File: config.mk
export PLATFORM = sky130hd
export DESIGN_NAME = evb_builder
export DESIGN_NICKNAME = d
export VERILOG_FILES = /design/src/rtl/evb_pkg.sv /design/src/rtl/evb_lowest_set.sv /design/src/rtl/evb_datapath.sv /design/src/rtl/evb_control.sv /design/src/rtl/evb_builder.sv
export SDC_FILE = /design/constraint.sdc
export NUM_CORES = 1
export LEC_CHECK = 0
export BUFFER_PORTS_ARGS = -buffer_cell sky130_fd_sc_hd__buf_2
export CELL_PAD_IN_SITES_DETAIL_PLACEMENT = 0
export CELL_PAD_IN_SITES_GLOBAL_PLACEMENT = 1
export CORE_ASPECT_RATIO = 1.4
export CORE_UTILIZATION = 37
export CTS_BUF_LIST = sky130_fd_sc_hd__clkbuf_4 sky130_fd_sc_hd__clkbuf_8
export CTS_CLUSTER_DIAMETER = 200
export CTS_CLUSTER_SIZE = 25
export DETAILED_ROUTE_END_ITERATION = 12
export PLACE_DENSITY_LB_ADDON = 0.1
export SETUP_SLACK_MARGIN = 0.1
export SLEW_MARGIN = 20
export SYNTH_ARGS = -nofsm -noshare
export SYNTH_HDL_FRONTEND = slang
export SYNTH_HIERARCHICAL = 1
export SYNTH_SLANG_ARGS = --single-unit
File: constraint.sdc
create_clock -name clk -period 3.1 [get_ports clk]
set_clock_uncertainty 0.1 [all_clocks]
set_input_delay 0.775 -clock clk [delete_from_list [all_inputs] [get_ports clk]]
set_output_delay 0.775 -clock clk [all_outputs]
set_load 0.02 [all_outputs]
File: src/rtl/evb_pkg.sv
package evb_pkg;

  typedef enum logic [2:0] {
    ST_IDLE,
    ST_HDR,
    ST_HITLO,
    ST_HITHI,
    ST_PULO,
    ST_PUHI,
    ST_FETCH,
    ST_TDC
  } evbState_t;

  typedef enum logic [2:0] {
    SEL_HDR,
    SEL_HITLO,
    SEL_HITHI,
    SEL_PULO,
    SEL_PUHI,
    SEL_TDC
  } wordSel_t;

  // Strobes from control to datapath
  typedef struct packed {
    logic     loadPat;     // capture both patterns and word count
    logic     captureTdc;  // store returned converter reading
    logic     retireHit;   // drop lowest pending channel from mask
    wordSel_t sel;         // which word drives the stream
  } evbStrobe_t;

endpackage

File: src/rtl/evb_lowest_set.sv
module evb_lowest_set #(
  parameter int N = 32,
  localparam int IDX_W = $clog2(N)
) (
  input  logic [N-1:0]     mask,
  output logic [N-1:0]     onehot,
  output logic [IDX_W-1:0] index,
  output logic             any
);

  logic [N:0] seen;

  assign seen[0] = 1'b0;

  genvar g;
  generate
    for (g = 0; g < N; g++) begin : g_chain
      assign seen[g+1]  = seen[g] | mask[g];
      assign onehot[g]  = mask[g] & ~seen[g];
    end
  endgenerate

  assign any = seen[N];

  always_comb begin
    index = '0;
    for (int i = 0; i < N; i++) begin
      if (onehot[i]) index = IDX_W'(i);
    end
  end

endmodule

File: src/rtl/evb_datapath.sv
module evb_datapath
  import evb_pkg::*;
#(
  parameter int          WORD_W  = 16,
  parameter int          TDC_W   = 16,
  parameter logic [7:0]  HDR_TAG = 8'hEB,
  localparam int NCHAN = 2 * WORD_W,
  localparam int CH_W  = $clog2(NCHAN),
  localparam int CNT_W = WORD_W - 8,
  localparam int FIXED_WORDS = 4
) (
  input  logic              clk,
  input  logic              rst_n,
  input  evbStrobe_t        strobe,
  input  logic [NCHAN-1:0]  acceptPat,
  input  logic [NCHAN-1:0]  pileupPat,
  input  logic [TDC_W-1:0]  tdcRspData,
  output logic [WORD_W-1:0] outData,
  output logic [CH_W-1:0]   nextChan,
  output logic              remEmpty,
  output logic              lastHit
);

  logic [NCHAN-1:0]  hitReg;
  logic [NCHAN-1:0]  puReg;
  logic [NCHAN-1:0]  remMask;
  logic [TDC_W-1:0]  tdcReg;
  logic [CNT_W-1:0]  hdrCount;
  logic [NCHAN-1:0]  lowOnehot;
  logic              remAny;

  function automatic logic [CNT_W-1:0] popCount(input logic [NCHAN-1:0] v);
    logic [CNT_W-1:0] s;
    s = '0;
    for (int i = 0; i < NCHAN; i++) s = s + CNT_W'(v[i]);
    return s;
  endfunction

  evb_lowest_set #(.N(NCHAN)) i_lowest (
    .mask   (remMask),
    .onehot (lowOnehot),
    .index  (nextChan),
    .any    (remAny)
  );

  always_ff @(posedge clk or negedge rst_n) begin
    if (!rst_n) begin
      hitReg   <= '0;
      puReg    <= '0;
      remMask  <= '0;
      tdcReg   <= '0;
      hdrCount <= '0;
    end else begin
      if (strobe.loadPat) begin
        hitReg   <= acceptPat;
        puReg    <= pileupPat;
        remMask  <= acceptPat;
        hdrCount <= CNT_W'(FIXED_WORDS) + popCount(acceptPat);
      end else if (strobe.retireHit) begin
        remMask  <= remMask & ~lowOnehot;
      end
      if (strobe.captureTdc) tdcReg <= tdcRspData;
    end
  end

  assign remEmpty = ~remAny;
  assign lastHit  = ~|(remMask & ~lowOnehot);

  always_comb begin
    unique case (strobe.sel)
      SEL_HDR:   outData = {HDR_TAG, hdrCount};
      SEL_HITLO: outData = hitReg[WORD_W-1:0];
      SEL_HITHI: outData = hitReg[NCHAN-1:WORD_W];
      SEL_PULO:  outData = puReg[WORD_W-1:0];
      SEL_PUHI:  outData = puReg[NCHAN-1:WORD_W];
      SEL_TDC:   outData = WORD_W'(tdcReg);
      default:   outData = '0;
    endcase
  end

endmodule

File: src/rtl/evb_control.sv
module evb_control
  import evb_pkg::*;
(
  input  logic       clk,
  input  logic       rst_n,
  input  logic       commitValid,
  input  logic       outReady,
  input  logic       tdcRspValid,
  input  logic       remEmpty,
  input  logic       lastHit,
  output evbStrobe_t strobe,
  output logic       outValid,
  output logic       outLast,
  output logic       tdcReq
);

  evbState_t state, stateNext;
  logic      take;

  assign outValid = (state != ST_IDLE) && (state != ST_FETCH);
  assign tdcReq   = (state == ST_FETCH);
  assign take     = outValid && outReady;
  assign outLast  = ((state == ST_PUHI) && remEmpty) ||
                    ((state == ST_TDC) && lastHit);

  always_comb begin
    stateNext         = state;
    strobe.loadPat    = 1'b0;
    strobe.captureTdc = 1'b0;
    strobe.retireHit  = 1'b0;
    strobe.sel        = SEL_HDR;
    unique case (state)
      ST_IDLE: begin
        if (commitValid) begin
          strobe.loadPat = 1'b1;
          stateNext      = ST_HDR;
        end
      end
      ST_HDR: begin
        strobe.sel = SEL_HDR;
        if (take) stateNext = ST_HITLO;
      end
      ST_HITLO: begin
        strobe.sel = SEL_HITLO;
        if (take) stateNext = ST_HITHI;
      end
      ST_HITHI: begin
        strobe.sel = SEL_HITHI;
        if (take) stateNext = ST_PULO;
      end
      ST_PULO: begin
        strobe.sel = SEL_PULO;
        if (take) stateNext = ST_PUHI;
      end
      ST_PUHI: begin
        strobe.sel = SEL_PUHI;
        if (take) stateNext = remEmpty ? ST_IDLE : ST_FETCH;
      end
      ST_FETCH: begin
        strobe.sel = SEL_TDC;
        if (tdcRspValid) begin
          strobe.captureTdc = 1'b1;
          stateNext         = ST_TDC;
        end
      end
      ST_TDC: begin
        strobe.sel = SEL_TDC;
        if (take) begin
          strobe.retireHit = 1'b1;
          stateNext        = lastHit ? ST_IDLE : ST_FETCH;
        end
      end
      default: stateNext = ST_IDLE;
    endcase
  end

  always_ff @(posedge clk or negedge rst_n) begin
    if (!rst_n) state <= ST_IDLE;
    else        state <= stateNext;
  end

endmodule

File: src/rtl/evb_builder.sv
module evb_builder
  import evb_pkg::*;
#(
  parameter int         WORD_W  = 16,
  parameter int         TDC_W   = 16,
  parameter logic [7:0] HDR_TAG = 8'hEB,
  localparam int NCHAN = 2 * WORD_W,
  localparam int CH_W  = $clog2(NCHAN)
) (
  input  logic              clk,
  input  logic              rst_n,
  input  logic              commitValid,
  input  logic [NCHAN-1:0]  acceptPat,
  input  logic [NCHAN-1:0]  pileupPat,
  output logic              tdcReq,
  output logic [CH_W-1:0]   tdcReqChan,
  input  logic              tdcRspValid,
  input  logic [TDC_W-1:0]  tdcRspData,
  output logic              outValid,
  input  logic              outReady,
  output logic [WORD_W-1:0] outData,
  output logic              outLast
);

  evbStrobe_t strobe;
  logic       remEmpty;
  logic       lastHit;

  evb_control i_control (
    .clk         (clk),
    .rst_n       (rst_n),
    .commitValid (commitValid),
    .outReady    (outReady),
    .tdcRspValid (tdcRspValid),
    .remEmpty    (remEmpty),
    .lastHit     (lastHit),
    .strobe      (strobe),
    .outValid    (outValid),
    .outLast     (outLast),
    .tdcReq      (tdcReq)
  );

  evb_datapath #(
    .WORD_W  (WORD_W),
    .TDC_W   (TDC_W),
    .HDR_TAG (HDR_TAG)
  ) i_datapath (
    .clk        (clk),
    .rst_n      (rst_n),
    .strobe     (strobe),
    .acceptPat  (acceptPat),
    .pileupPat  (pileupPat),
    .tdcRspData (tdcRspData),
    .outData    (outData),
    .nextChan   (tdcReqChan),
    .remEmpty   (remEmpty),
    .lastHit    (lastHit)
  );

endmodule

# Word-level counts from Yosys, hierarchy flattened
# Index checks and enable logic that the tools add are counted.
totals:
  in_bits: 85
  ff_bits: 123
  elab_cells: 220
  output_inout_bits: 24
op_classes:
  n_eq_ne: 21
  mux: 52
  n_addsub: 32
  n_bitwise: 96
  reduce_logical: 13
op_table:
  columns: ["cell", "n"]
  rows:
  - ["adder 8 x 1 -> 8 bit", 30]
  - ["2-to-1 mux 5 bit", 30]
  - ["case mux 16 bit (6 select lines)", 1]
  - ["2-to-1 mux 32 bit", 2]
  - ["AND 32 bit", 1]
  - ["inverter 1 bit", 32]
  - ["inverter 32 bit", 1]
  - ["OR reduction 32 bit", 1]
  - ["AND 1 bit", 31]
  - ["OR 1 bit", 31]
  - ["2-to-1 mux 3 bit", 10]
  - ["case mux 3 bit (8 select lines)", 1]
  - ["== test 3 bit, second input constant", 6]
  - ["case mux 3 bit (5 select lines)", 1]
  - ["inequality test 2 x 1 -> 1 bit, second input constant", 7]
  - ["== test 3 x 2 -> 1 bit, second input constant", 4]
  - ["adder 3 x 8 -> 8 bit, first input constant", 1]
  - ["AND reduction 8 bit", 1]
  - ["2-to-1 mux 1 bit", 7]
  - ["== test 3 x 1 -> 1 bit, second input constant", 2]
  - ["zero test 3 bit", 2]
  - ["logical AND 1 bit", 4]
  - ["inequality test 3 bit, second input constant", 1]
  - ["nonzero test 3 bit", 1]
  - ["other kinds (6)", 6]

# Logic depth before layout (Yosys ltp)
# Gate-level depths: netlist of the first run.
depth:
  ltp_word: 38
  ltp_mapped: 17
  mapped_depth_nobuf: 17

# Hierarchy
# The synthesis of the first run kept the hierarchy.
by_module_without_submodules:
  columns: ["mod", "seq_area_each_um2", "area_per_inst_um2", "cells_each", "instances"]
  rows:
  - ["evb_datapath", 2952.8, 6316.1, 603, 1]
  - ["evb_lowest_set", 0.0, 757.0, 111, 1]
  - ["evb_control", 75.1, 279.0, 35, 1]

# Worst setup path before layout of the first run
# OpenSTA, ideal clock, no wires.
synth_path:
  path_kind: "input -> register"
  startpoint: "input port acceptPat[5]"
  endpoint: "register i_datapath.hdrCount[4]"
  arrival_time_ns: 4.980
  required_ns: 2.875
  path_stages: 14
  slack_ns: -2.105
  path_buffers: 0
  path_cell_list: "fa_1 inv_1 fa_1 fa_1 fa_1 fa_1 fa_1 inv_1 ha_1 fa_1 a21o_1 a21oi_2 xnor2_1 mux2_2"
synth_via:
  elab_chain_cells: 28
synth_lines:
  columns: ["element", "line_no", "text"]
  rows:
  - ["start: declaration", "evb_builder.sv:13", "input logic [NCHAN-1:0] acceptPat,"]
  - ["adder 8 x 1 -> 8 bit (27 in series)", "evb_datapath.sv:35", "for (int i = 0; i < NCHAN; i++) s = s + CNT_W'(v[i]);"]
  - ["adder 3 x 8 -> 8 bit", "evb_datapath.sv:58", "hdrCount <= CNT_W'(FIXED_WORDS) + popCount(acceptPat);"]
  - ["end signal: assignment", "evb_datapath.sv:58", null]
  - ["end: declaration", "evb_datapath.sv:28", "logic [CNT_W-1:0] hdrCount;"]
# No other way between the ends.
# A chain may end at the register's enable or synchronous reset.

# Worst setup path in the final report of the first run
layout_path:
  startpoint: "input port acceptPat[21]"
  endpoint: "register i_datapath.hdrCount[4]"
layout_via:
  elab_chain_cells: 12
layout_lines:
  columns: ["element", "line_no"]
  rows:
  - ["adder 8 x 1 -> 8 bit (11 in series)", "evb_datapath.sv:35"]
  - ["adder 3 x 8 -> 8 bit", "evb_datapath.sv:58"]
# No other way between the ends.

==> results of run 1 <==
-- path summary, 6_finish.rpt --
check                                         endpoint  slack (ps)  cells past startpoint
min in group clk                  i_datapath/tdcReg[2]         410                      1
worst max register to register      i_control/state[2]         160                     13
worst min-delay path              i_datapath/tdcReg[4]         260                      1
worst min register to register    i_datapath/tdcReg[2]         410                      1
max in group asynchronous        i_datapath/hitReg[18]        1870                      2
worst max-delay path            i_datapath/hdrCount[4]       -1800                     15
-- state kept, by name (all words and copies together), names as in the netlist --
signal,count
i_control/state,3
i_datapath/hdrCount,6
i_datapath/hitReg,32
i_datapath/puReg,32
i_datapath/remMask,32
i_datapath/tdcReg,16
-- stage by stage --
step / setup slack (ps) / area, µm²
after floorplan: -2010 / 7400
after detailed placement: -2340 / 8960
after CTS: -1780 / 10200
final: -1800 / 10800
after global placement: -2230 / 8960
after global routing: -1900 / 10800
-- worst reg2reg max path: cells and delay by family, from the launching register on --
kind	cells	cell delay, ps
DFF	1	410
AOI/OAI and AO/OA	2	280
buffers and inverters	4	500
and+or+nand+nor	7	1550
-- cell families after synthesis --
logic type / after synthesis
DFF: 121
muxes: 71
AOI/OAI and AO/OA: 171
adders and majority gates: 31
and+or+nand+nor: 194
xor gates and xnor gates: 2
buffers and inverters: 159
-- synthesized netlist by cell type (all sizes together) (7+ instances only) --
library cell	number
o221ai	8
o21ai	49
mux2	52
o22ai	24
and2	37
clkbuf	7
dfrtp	121
mux2i	18
and3	10
a22oi	10
buf	29
nor4	14
a21oi	23
inv	123
o31ai	33
ha	7
nand2	61
fa	24
nor2	26
-- power by group through the flow --
stage | registers (W) | logic (W) | clock network [W]
2_1_floorplan | 0.00286 | 0.00403 | 0
3_3_place_gp | 0.00289 | 0.00627 | 0
3_5_place_dp | 0.00292 | 0.00642 | 0
4_1_cts | 0.00291 | 0.00820 | 0.00164
5_1_grt | 0.00305 | 0.00962 | 0.00170
6_report | 0.00296 | 0.00892 | 0.00160
-- routing by layer --
metal | global-route usage (%) | vias to the layer above | wire (µm)
li1 | - | 3076 | -
met1 | 30.5 | 3221 | 10300
met2 | 43.5 | 153 | 12700
met3 | 3.61 | 33 | 914
met4 | 10.6 | 0 | 694
met5 | 0 | - | 0
-- placed cells by master (no fill, tap or decap), drive strengths merged, types with 7 or more instances in the layout --
master    n
buf     271
inv     125
dfrtp   121
nand2    61
mux2     52
o21ai    49
and2     37
o31ai    33
nor2     26
fa       24
o22ai    24
a21oi    23
clkbuf   19
mux2i    18
nor4     14
a22oi    10
and3     10
o221ai    8
ha        7
-- area by class of cell --
| type | instances | area (µm²) | area share [%] |
|---|---|---|---|
| timing repair buffer | 274 | 2250 | 20.9 |
| inverter | 123 | 465 | 4.33 |
| tap | 248 | 310 | 2.89 |
| sequential | 121 | 3030 | 28.2 |
| clock buffer | 19 | 249 | 2.32 |
| clock inverter | 13 | 193 | 1.79 |
| multi-input combinational | 469 | 4250 | 39.5 |
-- what timing repair did --
| item | 4_1_cts | 5_1_grt |
|---|---|---|
| setup buffers | 27 | 23 |
| setup endpoints to repair | 30 | 30 |
| resized for setup | 121 | 76 |
| pin swaps | 39 | 47 |
| cloned | 5 | 0 |
| hold buffers | 0 | 0 |
==> results.json, run 1 <==
{
  "outcome": "finished, violations left",
  "failed_checks": "setup timing",
  "setup.worst_path.end_class": "flip-flop",
  "synthMuxAreaShare_pct": 10.7,
  "numCtsBuffers": 17,
  "tns_ps": -11760,
  "rsz0062_at_grt": "true",
  "power_w": 0.0135,
  "ant_nets": 0,
  "place_inst": 1183,
  "track_usage_pct": 24.9,
  "diodes": 0,
  "cp-start-kind": "primary input",
  "portBuffers": 108,
  "yosysTopAreaCell": "dfrtp_1",
  "synth_nets": 865,
  "io_pins": 109,
  "overflow": 0,
  "fillCellCount": 1776,
  "die_h_um": 169,
  "critPathTopFamily": "adder cells",
  "antenna_found_initial": 0,
  "gp_congestion": 0.910,
  "routed_wl_mm": 24.6,
  "clk_pin_slew_ps": 80,
  "yosysSeqAreaShare_pct": 41.2,
  "cellInternalPower_w": 0.00791,
  "first_pass_iters": 5,
  "drt-initial-drc-count": 332,
  "grt_pass1_vias": 6948,
  "critPathMaxFanout": 2,
  "synth_cells": 749,
  "fin_crit_sh_pct": 158,
  "syn_area_per_cell_um2": 9.82,
  "slowest_delay_ps": 550,
  "grt_pass1_wl_mm": 38.2,
  "fmax_mhz": 204,
  "synth_top_family_by_area": "simple AND/OR/NAND/NOR gates",
  "worstPathRequired_ps": 3330,
  "p_per_area_mw_per_mm2": 1250,
  "crit_buf_inv": 3,
  "ir_drop_uv": 663,
  "max_slew_margin_pct": 53.2,
  "p_sw_w": 0.00557,
  "die_w_um": 121,
  "cts-root-buf": "clkbuf_8",
  "netlist_area_mm2": 0.00735,
  "nets": 1122,
  "synthXorXnorAreaFrac_pct": 0.238,
  "synth-edff-count": 0,
  "hold_viol": 0,
  "die_area_mm2": 0.0204,
  "tightest_slew_ps": 702,
  "synthTopCellsByArea": "dfrtp_1 (41%), mux2_2 (8.0%), fa_1 (6.5%)",
  "clock_sinks": 121,
  "ys_async_sr_fraction_pct": 100,
  "route.vias.total": 6483,
  "arrival_ps": 5120,
  "wl_per_cell_um": 19.4,
  "cts-htree-levels": 4,
  "core_region_area_mm2": 0.0194,
  "layout.cells.non_filler": 1267,
  "power.leakage_nw": 5.05,
  "layout_setup_ws_ps": -1800,
  "synthAdderAreaFrac_pct": 7.73,
  "start_util_pct": 38.0,
  "fin_crit_ps": 4900,
  "ys.flop_type": "dfrtp_1",
  "clk_latency_ps": 450,
  "post-route-util_pct": 55.5,
  "synth_top_cell_area_share_pct": 41.2,
  "min_path_type": "in -> async",
  "worstSetupPathType": "in -> reg",
  "cp_cell_sequence": "buf_6, fa_1, inv_2, fa_2, fa_1, fa_1, fa_1, fa_1, inv_2, ha_4, fa_2, a21o_1, a21oi_2, xnor2_1, mux2_4",
  "p_sw_share_pct": 41.3,
  "grt_max_degree": 113,
  "reg2reg_from": "i_datapath/remMask[2]",
  "drive_gt1_share_pct": 48.6,
  "maxCapViolations": 0,
  "cp_common_cell": "fa_1",
  "synth_compound_area_share_pct": 15.2,
  "p_seq_share_pct": 21.9,
  "p_clk_share_pct": 11.9,
  "ys_types": 63,
  "cts_buffer_depth": 2,
  "core.rowCount": 60,
  "cp-startpoint": "acceptPat[21]",
  "finalSetupViolations": 13,
  "vias_per_cell": 5.12,
  "drc": 0,
  "slew_violations": 0,
  "ys_ff_latch": 121,
  "holdWs_ps": 262,
  "cts_tree": "built",
  "synth-simple-area-share_pct": 15.3,
  "yosys_warnings": 6,
  "dp_hpwl_mm": 17.9,
  "comb_power_share_pct": 66.2,
  "area_growth_pct": 46.2,
  "crit_slowest_cell": "fa_1"
}
Power figures use the tool's default switching activity.
==> inputs of run 2 (changes only) <==
- PLACE_DENSITY_LB_ADDON: 0.1 -> 0.2
==> run 2 against run 1 <==
Effect of this change: the run still ends with setup timing left; sequential power barely moved; final cell count fell by 1.2%; total power fell by 3.8%; critical endpoint unchanged; worst hold slack got worse by 120 ps; wire length fell by 1.2%.
==> results.json, run 2 (same netlist as run 1, synthesis figures left out) <==
{
  "antenna_found_initial": 0,
  "hold_viol": 0,
  "core_region_area_mm2": 0.0194,
  "drive_gt1_share_pct": 45.8,
  "ant_nets": 0,
  "cts_tree": "built",
  "cts-htree-levels": 4,
  "outcome": "finished, violations left",
  "clk_latency_ps": 450,
  "worstSetupPathType": "in -> reg",
  "rsz0062_at_grt": "true",
  "maxCapViolations": 0,
  "final_common_cell": "buf_4",
  "vias_per_cell": 5.20,
  "die_w_um": 121,
  "dp_hpwl_mm": 17.8,
  "p_per_area_mw_per_mm2": 1240,
  "die_area_mm2": 0.0204,
  "arrival_ps": 5120,
  "p_sw_share_pct": 42.1,
  "fillCellCount": 1740,
  "p_seq_share_pct": 22.9,
  "critPathMaxFanout": 2,
  "ir_drop_uv": 736,
  "p_clk_share_pct": 10.9,
  "io_pins": 109,
  "portBuffers": 108,
  "layout_common_cells": "buf_4 (134), inv_1 (116), dfrtp_1 (116), buf_2 (83), nand2_1 (50)",
  "clock_sinks": 121,
  "area_growth_pct": 42.1,
  "die_h_um": 169,
  "track_usage_pct": 24.8,
  "clk_pin_slew_ps": 70,
  "numCtsBuffers": 17,
  "worstPathRequired_ps": 3330,
  "top_regs": "i_datapath/hitReg (32), i_datapath/puReg (32), i_datapath/remMask (32)",
  "nets": 1109,
  "fmax_mhz": 204,
  "cp-start-kind": "primary input",
  "failed_checks": "setup timing",
  "slew_violations": 0,
  "comb_power_share_pct": 66.2,
  "fin_crit_ps": 4890,
  "tightest_slew_ps": 517,
  "drc": 0,
  "max_slew_margin_pct": 65.5,
  "first_pass_iters": 5,
  "grt_pass1_vias": 6931,
  "grt_pass1_wl_mm": 37.9,
  "wl_per_cell_um": 19.4,
  "fin_crit_sh_pct": 158,
  "layout_setup_ws_ps": -1790,
  "diodes": 0,
  "cts_buffer_depth": 2,
  "min_path_type": "in -> async",
  "start_util_pct": 38.0,
  "core.rowCount": 60,
  "overflow": 0,
  "cts-root-buf": "clkbuf_8",
  "dp_worst_setup_slack_ps": -2310,
  "finalSetupViolations": 12,
  "p_sw_w": 0.00546,
  "tns_ps": -10970,
  "routed_wl_mm": 24.3,
  "cellInternalPower_w": 0.00751,
  "power.leakage_nw": 4.93,
  "setup.worst_path.end_class": "flip-flop",
  "gp_congestion": 0.957,
  "cts_hold_buffers": 0,
  "drt-initial-drc-count": 362,
  "route.vias.total": 6514,
  "grt_max_degree": 114
}
-- run 2: worst max-delay path: stages --
cell,delay (ps)
buf_8,100
fa_1,570
inv_2,50
fa_2,530
fa_1,430
fa_1,510
fa_1,430
fa_1,500
inv_2,40
ha_4,160
fa_2,360
a21o_1,170
a21oi_2,130
xnor2_1,100
mux2_4,260
-- run 2: final cells by class --
class | count | area (µm²) | area share (%)
Clock buffer | 22 | 284 | 2.72
Inverter | 123 | 468 | 4.48
Timing Repair Buffer | 261 | 2070 | 19.8
Sequential cell | 121 | 3030 | 29.0
Tap cell | 248 | 310 | 2.97
Multi-Input combinational cell | 469 | 4190 | 40.1
Clock inverter | 8 | 97.6 | 0.934
-- run 2: final timing paths --
kind	startpoint	end	slack [ps]	cells past startpoint
setup reg to reg	i_datapath/remMask[4]	i_control/state[2]	70	12
hold reg to reg	i_datapath/tdcReg[12]	i_datapath/tdcReg[12]	410	1
hold / removal	rst_n	i_datapath/remMask[13]	140	1
setup / recovery	acceptPat[9]	i_datapath/hdrCount[4]	-1790	15
max in group asynchronous	rst_n	i_datapath/remMask[2]	2010	2
min in group clk	i_datapath/tdcReg[12]	i_datapath/tdcReg[12]	410	1
-- run 2: per-layer routing --
| metal | track usage (%) | part of all wire [%] | vias to the layer above |
|---|---|---|---|
| met5 | 0 | 0 | - |
| met3 | 4.35 | 4.2 | 46 |
| li1 | - | - | 3069 |
| met2 | 43.8 | 52 | 176 |
| met1 | 29.5 | 41 | 3223 |
| met4 | 9.66 | 3.2 | 0 |
-- run 2: metrics by stage --
step                power (W)  cell area, µm²  util, %  hold slack, ps  instances
floorplan             0.00689            7400        -             375        749
global placement      0.00904            8910     46.0             388       1179
detailed placement    0.00920            8910     46.0             397       1179
CTS                    0.0124           10200     52.5             130       1243
global route           0.0139           10400     53.9             129       1252
finish                 0.0130           10400     53.9             141       1252
-- run 2: power by group through the flow --
| stage | sequential (W) | combinational (W) | clock (W) |
|---|---|---|---|
| 2_1_floorplan | 0.00286 | 0.00403 | 0 |
| 3_3_place_gp | 0.00287 | 0.00617 | 0 |
| 3_5_place_dp | 0.00291 | 0.00629 | 0 |
| 4_1_cts | 0.00293 | 0.00799 | 0.00145 |
| 5_1_grt | 0.00306 | 0.00927 | 0.00152 |
| 6_report | 0.00297 | 0.00858 | 0.00142 |
-- run 2: repair_timing --
action                     CTS  global route
gates resized for setup    134            46
gates cloned                 4             0
setup buffers               31            10
hold endpoints to repair     0             0
pin swaps                   56            33
setup endpoints to repair   29            30
